## src/rtl/spi_sck_pkg.sv

```systemverilog
package spi_sck_pkg;
  parameter int CODE_W    = 16;
  parameter int LOW_W     = 3;
  parameter int HI_LSB    = 8;
  parameter int HI_W      = 5;
  parameter int PRE_EXP   = 5;
  parameter logic [HI_W-1:0]   PRE_FIELD   = 5'h1F;
  parameter logic [CODE_W-1:0] BYPASS_CODE = 16'h0007;

  localparam int MAX_EXP = 2 * PRE_EXP;
  localparam int LOW_MAX = PRE_EXP - 1;
  localparam int EXP_W   = $clog2(MAX_EXP + 1);
  localparam int CNT_W   = MAX_EXP - 1;
  localparam logic [CODE_W-1:0] FIELD_MASK =
    CODE_W'((((1 << HI_W) - 1) << HI_LSB) | ((1 << LOW_W) - 1));

  typedef struct packed {
    logic             bypass;
    logic [EXP_W-1:0] expo;
  } ratio_sel_t;
endpackage

```

## src/rtl/sck_code_decode.sv

```systemverilog
module sck_code_decode
  import spi_sck_pkg::*;
(
  input  logic [CODE_W-1:0] code_i,
  output ratio_sel_t        sel_o,
  output logic [CNT_W-1:0]  half_m1_o
);
  logic [LOW_W-1:0]   low_f;
  logic [HI_W-1:0]    hi_f;
  logic               clean;
  logic               low_ok;
  logic [MAX_EXP-1:0] half_full;

  assign low_f  = code_i[LOW_W-1:0];
  assign hi_f   = code_i[HI_LSB+HI_W-1:HI_LSB];
  assign clean  = (code_i & ~FIELD_MASK) == '0;
  assign low_ok = int'(low_f) <= LOW_MAX;

  always_comb begin
    sel_o.bypass = 1'b0;
    sel_o.expo   = EXP_W'(MAX_EXP);
    if (code_i == BYPASS_CODE) begin
      sel_o.bypass = 1'b1;
    end else if (clean && low_ok && hi_f == '0) begin
      sel_o.expo = EXP_W'(low_f) + EXP_W'(1);
    end else if (clean && low_ok && hi_f == PRE_FIELD) begin
      sel_o.expo = EXP_W'(low_f) + EXP_W'(1 + PRE_EXP);
    end
  end

  assign half_full = MAX_EXP'(1) << (sel_o.expo - EXP_W'(1));
  assign half_m1_o = CNT_W'(half_full - MAX_EXP'(1));
endmodule

```

## src/rtl/sck_half_counter.sv

```systemverilog
module sck_half_counter
  import spi_sck_pkg::*;
(
  input  logic             clk_i,
  input  logic             rst_i,
  input  logic             run_i,
  input  logic [CNT_W-1:0] half_m1_i,
  output logic             tick_o
);
  logic [CNT_W-1:0] cnt_q;

  assign tick_o = run_i && (cnt_q >= half_m1_i);

  always_ff @(posedge clk_i) begin
    if (rst_i || !run_i) begin
      cnt_q <= '0;
    end else if (tick_o) begin
      cnt_q <= '0;
    end else begin
      cnt_q <= cnt_q + CNT_W'(1);
    end
  end

  AST_CNT_BOUND: assert property (@(posedge clk_i) disable iff (rst_i)
    (run_i && $stable(half_m1_i)) |-> (cnt_q <= half_m1_i));
endmodule

```

## src/rtl/sck_edge_gen.sv

```systemverilog
module sck_edge_gen (
  input  logic clk_i,
  input  logic rst_i,
  input  logic en_i,
  input  logic idle_hi_i,
  input  logic bypass_i,
  input  logic tick_i,
  output logic sck_q_o,
  output logic rise_q_o,
  output logic fall_q_o,
  output logic byp_q_o
);
  always_ff @(posedge clk_i) begin
    if (rst_i || !en_i) begin
      sck_q_o  <= idle_hi_i;
      rise_q_o <= 1'b0;
      fall_q_o <= 1'b0;
      byp_q_o  <= 1'b0;
    end else if (bypass_i) begin
      sck_q_o  <= idle_hi_i;
      rise_q_o <= 1'b1;
      fall_q_o <= 1'b1;
      byp_q_o  <= 1'b1;
    end else begin
      byp_q_o  <= 1'b0;
      rise_q_o <= tick_i && !sck_q_o;
      fall_q_o <= tick_i && sck_q_o;
      if (tick_i) sck_q_o <= !sck_q_o;
    end
  end

  AST_RISE_MATCH: assert property (@(posedge clk_i) disable iff (rst_i)
    (rise_q_o && !byp_q_o) |-> (sck_q_o && !$past(sck_q_o)));
  AST_FALL_MATCH: assert property (@(posedge clk_i) disable iff (rst_i)
    (fall_q_o && !byp_q_o) |-> (!sck_q_o && $past(sck_q_o)));
endmodule

```

## src/rtl/spi_sck_prescaler.sv

```systemverilog
module spi_sck_prescaler
  import spi_sck_pkg::*;
(
  input  logic              clk_i,
  input  logic              rst_i,
  input  logic              en_i,
  input  logic              idle_hi_i,
  input  logic [CODE_W-1:0] scale_code_i,
  output logic              sck_o,
  output logic              rise_stb_o,
  output logic              fall_stb_o
);
  ratio_sel_t       sel;
  logic [CNT_W-1:0] half_m1;
  logic             tick;
  logic             sck_q;
  logic             byp_q;

  sck_code_decode u_dec (
    .code_i    (scale_code_i),
    .sel_o     (sel),
    .half_m1_o (half_m1)
  );

  sck_half_counter u_cnt (
    .clk_i     (clk_i),
    .rst_i     (rst_i),
    .run_i     (en_i && !sel.bypass),
    .half_m1_i (half_m1),
    .tick_o    (tick)
  );

  sck_edge_gen u_edge (
    .clk_i     (clk_i),
    .rst_i     (rst_i),
    .en_i      (en_i),
    .idle_hi_i (idle_hi_i),
    .bypass_i  (sel.bypass),
    .tick_i    (tick),
    .sck_q_o   (sck_q),
    .rise_q_o  (rise_stb_o),
    .fall_q_o  (fall_stb_o),
    .byp_q_o   (byp_q)
  );

  assign sck_o = byp_q ? (idle_hi_i ^ clk_i) : sck_q;

  AST_IDLE_ON_STOP: assert property (@(posedge clk_i) disable iff (rst_i)
    !en_i |=> (sck_o == $past(idle_hi_i) && !rise_stb_o && !fall_stb_o));
  AST_BYPASS_STB: assert property (@(posedge clk_i) disable iff (rst_i)
    (en_i && scale_code_i == BYPASS_CODE) |=> (rise_stb_o && fall_stb_o));
endmodule

```

## config.mk

```make
export PLATFORM = sky130hd
export DESIGN_NAME = spi_sck_prescaler
export DESIGN_NICKNAME = d
export VERILOG_FILES = /design/src/rtl/spi_sck_pkg.sv /design/src/rtl/sck_code_decode.sv /design/src/rtl/sck_half_counter.sv /design/src/rtl/sck_edge_gen.sv /design/src/rtl/spi_sck_prescaler.sv
export SDC_FILE = /design/constraint.sdc
export NUM_CORES = 1
export LEC_CHECK = 0
export ABC_CLOCK_PERIOD_IN_PS = 3300
export BUFFER_PORTS_ARGS = -buffer_cell sky130_fd_sc_hd__buf_2
export CORE_MARGIN = 10
export CORE_UTILIZATION = 51
export CTS_BUF_LIST = sky130_fd_sc_hd__clkbuf_4 sky130_fd_sc_hd__clkbuf_8
export DETAILED_ROUTE_END_ITERATION = 7
export MAX_ROUTING_LAYER = met4
export PLACE_DENSITY = 0.9
export REMOVE_ABC_BUFFERS = 1
export SETUP_SLACK_MARGIN = 0.4
export SLEW_MARGIN = 20
export SYNTH_ARGS = -nofsm -noshare
export SYNTH_HDL_FRONTEND = slang
export SYNTH_SLANG_ARGS = --single-unit
```

## constraint.sdc

```tcl
create_clock -name clk_i -period 3.3 [get_ports clk_i]
set_clock_uncertainty 0.1 [all_clocks]
set_input_delay 0.33 -clock clk_i [delete_from_list [all_inputs] [get_ports clk_i]]
set_output_delay 0.33 -clock clk_i [all_outputs]
set_load 0.005 [all_outputs]
```

==> run metrics <==
initial core utilization between 50% and 60%; routed wirelength normalized by instance count roughly 17 um; setup slack on the worst flop-to-flop path about 1200 ps; Synth async-reset ratio 0%; final antenna-violating net count 0; clock input transition at the sequential cells of the worst setup and hold paths about 80 ps; Mapped Area 1180 sq um; post-synthesis cell type count 49; row count 17; outcome completed; Hold Buf Count CTS 0; type of element capturing the critical path flip-flop; mean area per synthesized cell 8.38 sq um; Primary FF master, synth sky130_fd_sc_hd__dfxtp_1; antenna diode count 0; cells after synthesis between 100 and 150; maximum fanout count along the critical path 8; Placeable Area about 2200 sq um; path type of the worst min-delay path primary input to flip-flop; sequential share of the synthesized area between 20% and 30%; most numerous cell in the Yosys netlist sky130_fd_sc_hd__ha_1; setup repair after global routing missed its margin true; number of DRC markers after the initial detailed-route iteration 57; overall overflow remaining after global route 0; non-filler cells, final 224; area taken by multi-input logic gates 995 sq um; final worst-path setup slack 13.9 ps; final worst-path cycle share 99.6%; Seq cells post-synth 13; post-layout util 77.7%; startpoint-to-endpoint class of the critical path primary input to flip-flop; Crit path required time between 3000 and 4000 ps; number of cells in the design after placement ~210; power density over the cells ~230 nW/um^2; wire length of the first global-routing pass 5310 um; Warnings, synthesis 0; insertion delay of the later-clocked pin in the worst-skew pair just under 400 ps; boundary pin count 23; Least-Margin Pin Slew between 400 and 500 ps; achievable clock frequency between 0.3 and 0.4 GHz; fill cell instance count of the final layout approximately 150; Critical Path AT between 3000 and 4000 ps; dominant cell type by area after synthesis sky130_fd_sc_hd__dfxtp_1; Die Width between 60 and 70 um; worst ir drop on vdd ~0.00034 V; overall track demand over capacity in global routing roughly 16%; share of final-layout standard cells stronger than drive strength 1 45.9%; leading post-synthesis cells by instance count sky130_fd_sc_hd__ha_1, sky130_fd_sc_hd__dfxtp_1, sky130_fd_sc_hd__nor2_1, sky130_fd_sc_hd__nor3_1, sky130_fd_sc_hd__nand2_1; max-slew violation count 0; final setup violating endpoints 0; sort of element at the start of the critical path primary input; global placer's final weighted congestion 0.941; number of vias per cell after detailed routing approximately 5.8; number of flops mapped to enable cells by yosys 1; total count of hold-check failures in the final report 0; leakage power of the design between 0.7 and 0.8 nW; Worst Setup Slack post-DPL -490 ps; antenna violations before repair 0; buffers added on ports 22; Post-DP HPWL 2550 um; fraction of post-synthesis cell area in the top cell type by area between 20% and 30%; DRC 0; clock tree from TritonCTS yes; Die Outline Area around 4600 sq um; final layout net count ~230; total via count in the routed design ~1300; Max transition margin 71.2%; synth top area cells sky130_fd_sc_hd__dfxtp_1, sky130_fd_sc_hd__ha_1, sky130_fd_sc_hd__nor3_1; area growth from synthesis to layout 45.6%; Die Y-Extent just under 70 um; max-cap viol count 0; number of detailed-routing iterations run before antenna repair 5; largest net degree at the start of global routing 12; via count of the first global-routing pass 1287; area of all sequential standard cells around 270 sq um; routed wire length between 3000 and 4000 um; Final min period roughly 3300 ps
[cells in the final DEF, fill, tap and decap left out, drive strengths merged, types with 7 or more instances in the layout]
cell type,n
buf,50
ha,15
dfxtp,12
nor2,12
nor3,11
nand2,9
nand3,8
a21oi,8
clkbuf,7
inv,7
[per-layer routing]
| metal | global-route usage (%) | up-vias | wire length [um] |
|---|---|---|---|
| li1 | - | 625 | - |
| met1 | 14.0 | 590 | 1500 |
| met2 | 26.6 | 50 | 2060 |
| met3 | 2.94 | 23 | 117 |
| met4 | 16.1 | 0 | 228 |
| met5 | - | - | 0 |
[worst max-delay path, cell delays in order]
cell                       delay (ps)
sky130_fd_sc_hd__buf_6             90
sky130_fd_sc_hd__or4_4            570
sky130_fd_sc_hd__buf_6            150
sky130_fd_sc_hd__nor3b_4          210
sky130_fd_sc_hd__o21bai_4         150
sky130_fd_sc_hd__nand4_1          170
sky130_fd_sc_hd__ha_4             180
sky130_fd_sc_hd__inv_4             50
sky130_fd_sc_hd__a21oi_2          110
sky130_fd_sc_hd__a21oi_2           40
sky130_fd_sc_hd__ha_1             330
sky130_fd_sc_hd__a21o_1           220
sky130_fd_sc_hd__a211oi_2         200
sky130_fd_sc_hd__o31a_1           180
sky130_fd_sc_hd__o21ai_2           90
sky130_fd_sc_hd__or2_4            270
[final cells by class]
class | count | share of cell area [%]
clock buffers | 8 | 3.35
inverters | 7 | 1.67
multi-input cells | 119 | 57.9
repair buffers | 49 | 19.4
flip-flops and latches | 13 | 15.7
well taps | 28 | 2.04
[final timing paths]
kind | from | endpoint | depth (start not counted)
max reg2reg | u_cnt.cnt_q[6] | u_edge.sck_q_o | 6
max | scale_code_i[9] | u_edge.sck_q_o | 16
min reg2reg | u_cnt.cnt_q[0] | u_cnt.cnt_q[0] | 1
min | rst_i | u_cnt.cnt_q[1] | 4
[report_power, final]
| group | internal (mW) | switching (mW) | leakage, nW |
|---|---|---|---|
| Sequential | 0.161 | 0.00237 | 0.107 |
| Clock | 0.105 | 0.0687 | 0.0397 |
| Combinational | 0.0309 | 0.0340 | 0.637 |
| Total | 0.297 | 0.105 | 0.784 |
[stage by stage]
step           instance area, sq um  hold slack (ps)  setup TNS (ps)  power, mW
3_5_place_dp                   1490              396           -4500      0.234
6_report                       1720              177               0      0.402
2_1_floorplan                  1170              357            -466      0.203
3_3_place_gp                   1490              379           -2340      0.231
4_1_cts                        1610              166               0      0.398
5_1_grt                        1720              199           -85.0      0.420
[timing repair]
| item | CTS | global route |
|---|---|---|
| setup endpoints to repair | 12 | 12 |
| pin swaps | 10 | 15 |
| gates cloned | 0 | 0 |
| gates resized for setup | 14 | 14 |
| setup buffers | 0 | 5 |
[sequential cells by signal, summed over array words and instances, names as in the netlist]
name and cells:
u_edge.fall_q_o 1, u_edge.sck_q_o 1, u_edge.rise_q_o 1, u_cnt.cnt_q 9, u_edge.byp_q_o 1
[kinds of logic (layout without fill, tap and decap cells)]
family	after synthesis	in the layout	synth area share [%]
buffers and inverters	9	64	3.18
multiplexers	2	2	2.12
flip-flops	13	13	22.9
AND/OR/NAND/NOR	64	64	31.2
AO/OA/AOI/OAI	28	28	17.3
XOR/XNOR	10	10	7.41
adder cells (fa/ha/maj)	15	15	15.9
No activity file was read; power rests on OpenSTA's default activity.
